--- src/rtl/gpev_pkg.sv ---
package gpev_pkg;

  // byte distance between consecutive control words
  localparam int unsigned REG_STRIDE = 16;
  localparam int unsigned NUM_REGS   = 6;

  // slot index of each control word (offset = index * REG_STRIDE)
  localparam int unsigned IDX_IEN  = 0;
  localparam int unsigned IDX_PEND = 1;
  localparam int unsigned IDX_CHG  = 2;
  localparam int unsigned IDX_LVL  = 3;
  localparam int unsigned IDX_POL  = 4;
  localparam int unsigned IDX_WAKE = 5;

  // detection rule for one pin
  function automatic logic pin_event(input logic cur, input logic prev,
                                     input logic lvl, input logic chg,
                                     input logic pol);
    logic hit;
    if (lvl)       hit = (cur == pol);
    else if (chg)  hit = (cur != prev);
    else if (pol)  hit = cur & ~prev;
    else           hit = ~cur & prev;
    return hit;
  endfunction

endpackage

--- src/rtl/gpev_sync.sv ---
module gpev_sync #(
  parameter int unsigned WIDTH  = 32,
  parameter int unsigned STAGES = 2
) (
  input  logic             clk,
  input  logic             rst_n,
  input  logic [WIDTH-1:0] async_i,
  output logic [WIDTH-1:0] sync_o
);

  logic [WIDTH-1:0] stg_q [STAGES];

  always_ff @(posedge clk or negedge rst_n) begin
    if (!rst_n) begin
      for (int s = 0; s < STAGES; s++) stg_q[s] <= '0;
    end else begin
      stg_q[0] <= async_i;
      for (int s = 1; s < STAGES; s++) stg_q[s] <= stg_q[s-1];
    end
  end

  assign sync_o = stg_q[STAGES-1];

endmodule

--- src/rtl/gpev_detect.sv ---
module gpev_detect
  import gpev_pkg::*;
#(
  parameter int unsigned N_PINS = 32
) (
  input  logic              clk,
  input  logic              rst_n,
  input  logic [N_PINS-1:0] cur_i,
  input  logic [N_PINS-1:0] lvl_i,
  input  logic [N_PINS-1:0] chg_i,
  input  logic [N_PINS-1:0] pol_i,
  output logic [N_PINS-1:0] evt_o
);

  logic [N_PINS-1:0] prev_q;

  always_ff @(posedge clk or negedge rst_n) begin
    if (!rst_n) prev_q <= '0;
    else        prev_q <= cur_i;
  end

  for (genvar p = 0; p < N_PINS; p++) begin : g_pin
    assign evt_o[p] = pin_event(cur_i[p], prev_q[p], lvl_i[p], chg_i[p], pol_i[p]);
  end

  // an edge-mode event needs the sample to have moved
  assert_edge_needs_change_R3: assert property (@(posedge clk) disable iff (!rst_n)
    ((evt_o & ~lvl_i & ~(cur_i ^ prev_q)) == '0));

  // a level-mode event needs the sample to match the polarity
  assert_level_matches_pol_R5: assert property (@(posedge clk) disable iff (!rst_n)
    ((evt_o & lvl_i & (cur_i ^ pol_i)) == '0));

  // in change mode any movement is an event
  assert_change_fires_R4: assert property (@(posedge clk) disable iff (!rst_n)
    ((~evt_o & ~lvl_i & chg_i & (cur_i ^ prev_q)) == '0));

endmodule

--- src/rtl/gpev_regs.sv ---
module gpev_regs
  import gpev_pkg::*;
#(
  parameter int unsigned N_PINS = 32,
  parameter int unsigned ADDR_W = 8
) (
  input  logic              clk,
  input  logic              rst_n,
  input  logic [ADDR_W-1:0] addr_i,
  input  logic              wr_i,
  input  logic [N_PINS-1:0] wdata_i,
  input  logic [N_PINS-1:0] evt_i,
  output logic [N_PINS-1:0] rdata_o,
  output logic [N_PINS-1:0] ien_o,
  output logic [N_PINS-1:0] pend_o,
  output logic [N_PINS-1:0] chg_o,
  output logic [N_PINS-1:0] lvl_o,
  output logic [N_PINS-1:0] pol_o,
  output logic [N_PINS-1:0] wake_o
);

  localparam int unsigned LOW_W  = $clog2(REG_STRIDE);
  localparam int unsigned SLOT_W = ADDR_W - LOW_W;

  logic [SLOT_W-1:0]   slot;
  logic                aligned;
  logic [NUM_REGS-1:0] sel;
  logic [N_PINS-1:0]   ctl_q [NUM_REGS];
  logic                pend_wr;
  logic [N_PINS-1:0]   clr_mask;

  assign slot    = addr_i[ADDR_W-1:LOW_W];
  assign aligned = (addr_i[LOW_W-1:0] == '0);

  for (genvar r = 0; r < NUM_REGS; r++) begin : g_reg
    assign sel[r] = aligned && (slot == SLOT_W'(r));
    if (r == IDX_PEND) begin : g_sticky
      always_ff @(posedge clk or negedge rst_n) begin
        if (!rst_n) ctl_q[r] <= '0;
        else        ctl_q[r] <= (ctl_q[r] & ~clr_mask) | evt_i;
      end
    end else begin : g_plain
      always_ff @(posedge clk or negedge rst_n) begin
        if (!rst_n)              ctl_q[r] <= '0;
        else if (wr_i && sel[r]) ctl_q[r] <= wdata_i;
      end
    end
  end

  assign pend_wr  = wr_i && sel[IDX_PEND];
  assign clr_mask = pend_wr ? wdata_i : '0;

  always_comb begin
    rdata_o = '0;
    for (int r = 0; r < NUM_REGS; r++) begin
      if (sel[r]) rdata_o = ctl_q[r];
    end
  end

  assign ien_o  = ctl_q[IDX_IEN];
  assign pend_o = ctl_q[IDX_PEND];
  assign chg_o  = ctl_q[IDX_CHG];
  assign lvl_o  = ctl_q[IDX_LVL];
  assign pol_o  = ctl_q[IDX_POL];
  assign wake_o = ctl_q[IDX_WAKE];

  // a detected event is always latched, enable or not, even against a clear
  assert_evt_latched_R7: assert property (@(posedge clk) disable iff (!rst_n)
    (evt_i != '0) |=> ((pend_o & $past(evt_i)) == $past(evt_i)));

  // written ones without a competing event leave the bit clear
  assert_w1c_R6: assert property (@(posedge clk) disable iff (!rst_n)
    (pend_wr && ((wdata_i & ~evt_i) != '0)) |=> ((pend_o & $past(wdata_i & ~evt_i)) == '0));

  // without a pending write no bit ever drops
  assert_sticky_R6: assert property (@(posedge clk) disable iff (!rst_n)
    !pend_wr |=> ((pend_o & $past(pend_o)) == $past(pend_o)));

  // at most one word is selected by any address
  assert_one_slot_R2: assert property (@(posedge clk) disable iff (!rst_n)
    $onehot0(sel));

endmodule

--- src/rtl/gpev_top.sv ---
module gpev_top
  import gpev_pkg::*;
#(
  parameter int unsigned N_PINS   = 32,
  parameter int unsigned GRP_PINS = 16,
  parameter int unsigned ADDR_W   = 8,
  parameter int unsigned SYNC_STG = 2,
  localparam int unsigned N_GRP   = N_PINS / GRP_PINS
) (
  input  logic              clk,
  input  logic              rst_n,
  input  logic [N_PINS-1:0] pin_i,
  input  logic [ADDR_W-1:0] bus_addr,
  input  logic              bus_wr,
  input  logic [N_PINS-1:0] bus_wdata,
  output logic [N_PINS-1:0] bus_rdata,
  output logic [N_GRP-1:0]  irq_req,
  output logic              wake_req
);

  logic [N_PINS-1:0] pin_sync;
  logic [N_PINS-1:0] evt;
  logic [N_PINS-1:0] ien, pend, chg, lvl, pol, wake_en;

  gpev_sync #(.WIDTH(N_PINS), .STAGES(SYNC_STG)) sync_i (
    .clk     (clk),
    .rst_n   (rst_n),
    .async_i (pin_i),
    .sync_o  (pin_sync)
  );

  gpev_detect #(.N_PINS(N_PINS)) detect_i (
    .clk   (clk),
    .rst_n (rst_n),
    .cur_i (pin_sync),
    .lvl_i (lvl),
    .chg_i (chg),
    .pol_i (pol),
    .evt_o (evt)
  );

  gpev_regs #(.N_PINS(N_PINS), .ADDR_W(ADDR_W)) regs_i (
    .clk     (clk),
    .rst_n   (rst_n),
    .addr_i  (bus_addr),
    .wr_i    (bus_wr),
    .wdata_i (bus_wdata),
    .evt_i   (evt),
    .rdata_o (bus_rdata),
    .ien_o   (ien),
    .pend_o  (pend),
    .chg_o   (chg),
    .lvl_o   (lvl),
    .pol_o   (pol),
    .wake_o  (wake_en)
  );

  for (genvar g = 0; g < N_GRP; g++) begin : g_irq
    assign irq_req[g] = |(pend[g*GRP_PINS +: GRP_PINS] & ien[g*GRP_PINS +: GRP_PINS]);

    // a group line needs an enabled pin in that group
    assert_irq_needs_en_R8: assert property (@(posedge clk) disable iff (!rst_n)
      irq_req[g] |-> (ien[g*GRP_PINS +: GRP_PINS] != '0));
  end

  assign wake_req = |(pend & wake_en);

  // wake needs some pin allowed to wake
  assert_wake_needs_en_R9: assert property (@(posedge clk) disable iff (!rst_n)
    wake_req |-> (wake_en != '0));

  // wake needs something pending
  assert_wake_needs_pend_R9: assert property (@(posedge clk) disable iff (!rst_n)
    wake_req |-> (pend != '0));

endmodule

--- config.mk ---
export PLATFORM = sky130hd
export DESIGN_NAME = gpev_top
export DESIGN_NICKNAME = d
export VERILOG_FILES = /design/src/rtl/gpev_pkg.sv /design/src/rtl/gpev_sync.sv /design/src/rtl/gpev_detect.sv /design/src/rtl/gpev_regs.sv /design/src/rtl/gpev_top.sv
export SDC_FILE = /design/constraint.sdc
export NUM_CORES = 1
export LEC_CHECK = 0
export CORE_ASPECT_RATIO = 0.8
export CORE_MARGIN = 4
export CORE_UTILIZATION = 50
export CTS_CLUSTER_SIZE = 20
export DETAILED_ROUTE_END_ITERATION = 8
export DONT_BUFFER_PORTS = 1
export GPL_ROUTABILITY_DRIVEN = 0
export GPL_TIMING_DRIVEN = 0
export PLACE_DENSITY = 0.67
export SYNTH_ARGS = -nofsm -noshare
export SYNTH_HDL_FRONTEND = slang
export SYNTH_SLANG_ARGS = --single-unit
--- constraint.sdc ---
create_clock -name clk -period 3.3 [get_ports clk]
set_clock_uncertainty 0.2 [all_clocks]
set_input_delay 0.495 -clock clk [delete_from_list [all_inputs] [get_ports clk]]
set_output_delay 0.495 -clock clk [all_outputs]
set_load 0.02 [all_outputs]
[Word level (Yosys, flattened, before mapping)]
Cells that the tools add are included.
Cells by class
  eq/ne operators: 69
  muxes and demuxes: 103
  bitwise gates (word level): 134
  reduce and logical (&&, ||, !) cells: 17
Operators with widths (count)
  $mux 32: 7
  $mux 1: 96
  $and 1x1->1: 64
  $and 32x32->32: 2
  $not 1->1: 64
  $and 16x16->16: 2
  $eq 1x1->1: 32
  $ne 1x1->1: 32
  $not 32->32: 1
  $or 32x32->32: 1
  $reduce_or 16->1: 2
  $reduce_or 32->1: 1
  $logic_and 1x1->1: 12
  $eq 4x2->1 const B: 2
  $eq 4x3->1 const B: 2
  $logic_not 4->1: 2
  $eq 4x1->1 const B: 1
Storage, ports and cells
  register bits after elaboration: 288

[Longest topological paths before layout]
  depth after elaboration: 8
  depth in mapped cells: 7
  gate-level depth less buffers: 6

[By module]
Synthesis repeated with hierarchy kept, for this count alone.
Second synthesis, totals
  cell total of the unflattened synthesis: 1158
  area, all modules: 13938.4 µm²
Modules (own cells, without submodules)
  gpev_regs: times used 1, cells an instance 671, area each 8732.1 µm², seq. area each 4804.6 µm²
  gpev_detect: times used 1, cells an instance 352, area each 3042.9 µm², seq. area each 800.8 µm²
  gpev_sync: times used 1, cells an instance 96, area each 1841.8 µm², seq. area each 1601.5 µm²
  gpev_top: times used 1, cells an instance 39, area each 321.6 µm², seq. area each 0.0 µm²

[Worst setup path after synthesis]
Ideal clock, no wire load.
  path type: input -> output
  start point: in bus_addr[3]
  end point: out bus_rdata[11]
  arrival: 2.239 ns
  slack: 0.366 ns
  cell stages on the path: 5
  buffers on the path: 2
  cell sequence: or4_4 > or4_1 > clkbuf_1 > clkbuf_1 > a21oi_1
Between the ends
  word-level cells in the longest chain between the ends: 8
  elaborated cells on any way between the ends: 13
RTL lines
  from (decl): RTL line gpev_top.sv:13  | input logic [ADDR_W-1:0] bus_addr,
  $logic_not 4->1 *: RTL line gpev_regs.sv:33  | assign aligned = (addr_i[LOW_W-1:0] == '0);
  $logic_and 1x1->1: RTL line gpev_regs.sv:36  | assign sel[r] = aligned && (slot == SLOT_W'(r));
  $mux 32 (5 in series): RTL line gpev_regs.sv:56  | if (sel[r]) rdata_o = ctl_q[r];
  $mux 32 *: RTL line gpev_regs.sv:56
  to (decl): RTL line gpev_top.sv:16  | output logic [N_PINS-1:0] bus_rdata,
Every way passes the cells marked *; elsewhere a longest branch is shown, timed or not.

[Worst setup path in the final report]
  start point: in bus_addr[3]
  end point: out bus_rdata[12]
Same word-level chain as after synthesis.

==> results.tsv <==
metric	value	unit
hold_viol_final	288	
firstDrtPassIters	5	
rr_startpoint	sync_i.sync_o[7]$_DFF_PN0_	
grt_start_max_net_pins	289	
min_path_type	primary input to async pin	
yosys-top-cells-area	dfrtp_1 53%, mux2_2 11%, ha_1 5.9%, a211oi_1 4.1%, mux4_2 3.7%	
drtIter0Drc	689	
routedWlPerCell	23.5	um
viasPerCell	5.96	
worst_ir_drop_vdd	423	uV
crit_fanout	10	
post-route-min-period	3260	ps
synth_warnings	0	
syn_avg_cell_area	13.3	um^2
min_period_over_period	0.989	
top_layer_used	met4	
synthCells	1018	
diodes	0	
max_slew.worst_pin.slew	947	ps
clkLatencyLatePin	560	ps
htree_levels	1	
syn-cell-area	13500	um^2
cts_sinks	288	
synth_flop_cell	dfrtp_1	
yosysUniqueCellTypes	39	
setup_violations	0	
rsz0062_at_grt	false	
power	8.21	mW
power_density	517	nW/um^2
dieWidth	192	um
die_h	155	um
clock_path_buffers	3	
synth_top_area_cell	dfrtp_1	
grt_first_pass_wirelength	54.5	mm
post-cts-setup-buffer-count	0	
synth_edf_count	0	
cts_root_buffer	clkbuf_16	
critPathKind	primary input to primary output	
drtAntennaViolNets	0	
pin_count	110	
cp.required	2600	ps
start_kind	primary input	
ys_ff_latch	288	
violations	negative hold slack	
drv_slew	0	
dr_wl_met3	2.57	mm
clk_transition_reported_paths	60	ps
drc	0	
io_buffers	0	
synth_most_common_cell	dfrtp_1	
groute.usage.overall	0.238	
met1_length	15.7	mm
hpwl	23.8	mm
cts_tree	done	
overflow	0	
drv_cap	0	
grt_pass1_vias	9109	
core	26400	um^2
status	complete, but fails checks	
start_util	0.511	
async_flop_share	1.00	
hold_slack	-565	ps
synth_top_area_frac	0.534	
postCtsHoldBufs	64	
wl_met2	15.5	mm
seq_area_frac_synth	0.534	
drive_above_1_share	0.248	
routed-via-count	8905	
die_area	29700	um^2
dp_cells	1375	
instances_no_fill	1494	
nets	1253	
slew-limit-headroom	0.369	
crit_path_start	bus_addr[3]	
cts_buffers	30	
synth_commonest_cells	288 x dfrtp_1, 134 x mux2_2, 74 x a211oi_1	
power.leakage	7.21	nW
fmax	0.306	GHz
wl	35.1	mm
syn-num-nets	1157	
crit_arrival	2570	ps
areaGrowthSynthToFinish	17.6	%
row_count	53	
antenna_found_initial	0	
cp-end-kind	primary output	
-- placed cells by master, fill, tap and decap left out, types with 21 or more instances in the layout --
cell type,n
a211oi_1,74
a22oi_1,37
ha_1,64
inv_1,67
xnor2_1,32
mux4_2,22
mux2_2,134
clkbuf_16,31
nand2_1,33
nor2b_1,38
a21oi_2,21
nor2_1,23
dlygate4sd3_1,64
a221o_1,32
mux2_1,26
dfrtp_1,288
-- critical path, stage by stage --
cell and delay [ps]:
or4_4 550, or4_1 470, clkbuf_1 200, clkbuf_2 380
a21oi_2 470
-- cell type report --
type | instances | area [um^2]
flip-flops and latches | 288 | 7210
plain buffers | 42 | 269
clock inverters | 17 | 269
fillers | 2099 | 10500
well taps | 357 | 447
repair buffers | 64 | 641
multi-input cells | 621 | 5930
clock buffers | 38 | 852
inverters | 67 | 251
-- what timing repair did --
action,in CTS,in global routing
setup endpoints to repair,31,20
gates cloned,0,0
resized for setup,34,20
endpoints found under the hold margin,512,288
-- report_power, final --
part / leakage [nW] / switching [mW] / total (mW) / internal, mW
clock: 0.551 / 1.42 / 3.79 / 2.37
combinational: 3.05 / 0.265 / 0.573 / 0.308
sequential: 3.61 / 0.158 / 3.85 / 3.69
-- flip-flops by register name, summed over array words and instances (netlist names) --
name	flops
regs_i.pol_o	32
sync_i.sync_o	32
regs_i.wake_o	32
regs_i.chg_o	32
regs_i.pend_o	32
regs_i.lvl_o	32
regs_i.ien_o	32
detect_i.prev_q	32
sync_i.stg_q	32
-- worst paths after layout --
path,end,slack [ps],depth (start not counted)
worst max-delay path,bus_rdata[12],40,5
max in group asynchronous,detect_i.prev_q[29]$_DFF_PN0_,2780,0
worst min-delay path,sync_i.stg_q[60]$_DFF_PN0_,-560,0
min in group clk,regs_i.pend_o[0]$_DFF_PN0_,60,3
worst min register to register,sync_i.sync_o[18]$_DFF_PN0_,150,0
worst max register to register,regs_i.pend_o[7]$_DFF_PN0_,1560,6
-- kinds of logic (layout without fill, tap and decap cells) --
group,after synthesis,count (layout),synth area share
simple gates,131,131,0.0549
mux,193,193,0.178
flops,288,288,0.534
xor+xnor,32,32,0.0208
fa+ha+maj,64,64,0.0594
buf+inv,109,228,0.0370
compound gates,201,201,0.115
-- routing by layer --
metal	GRT usage	vias up
met2	0.355	277
li1	-	3968
met3	0.0563	76
met5	0	-
met4	0.0779	0
met1	0.348	4584
-- stage by stage --
step | hold slack, ps | util | instance area [um^2] | setup TNS, ps | worst slack, ps
CTS | -581 | 0.600 | 15800 | -1050 | -126
finish | -565 | 0.601 | 15900 | 0 | 35.7
detailed placement | 19.0 | 0.528 | 13900 | -6650 | -415
global placement | 18.1 | 0.528 | 13900 | -5380 | -371
global route | -591 | 0.601 | 15900 | 0 | 7.75
floorplan | -0.591 | - | 13500 | 0 | 366
Power figures use the tool's default switching activity.
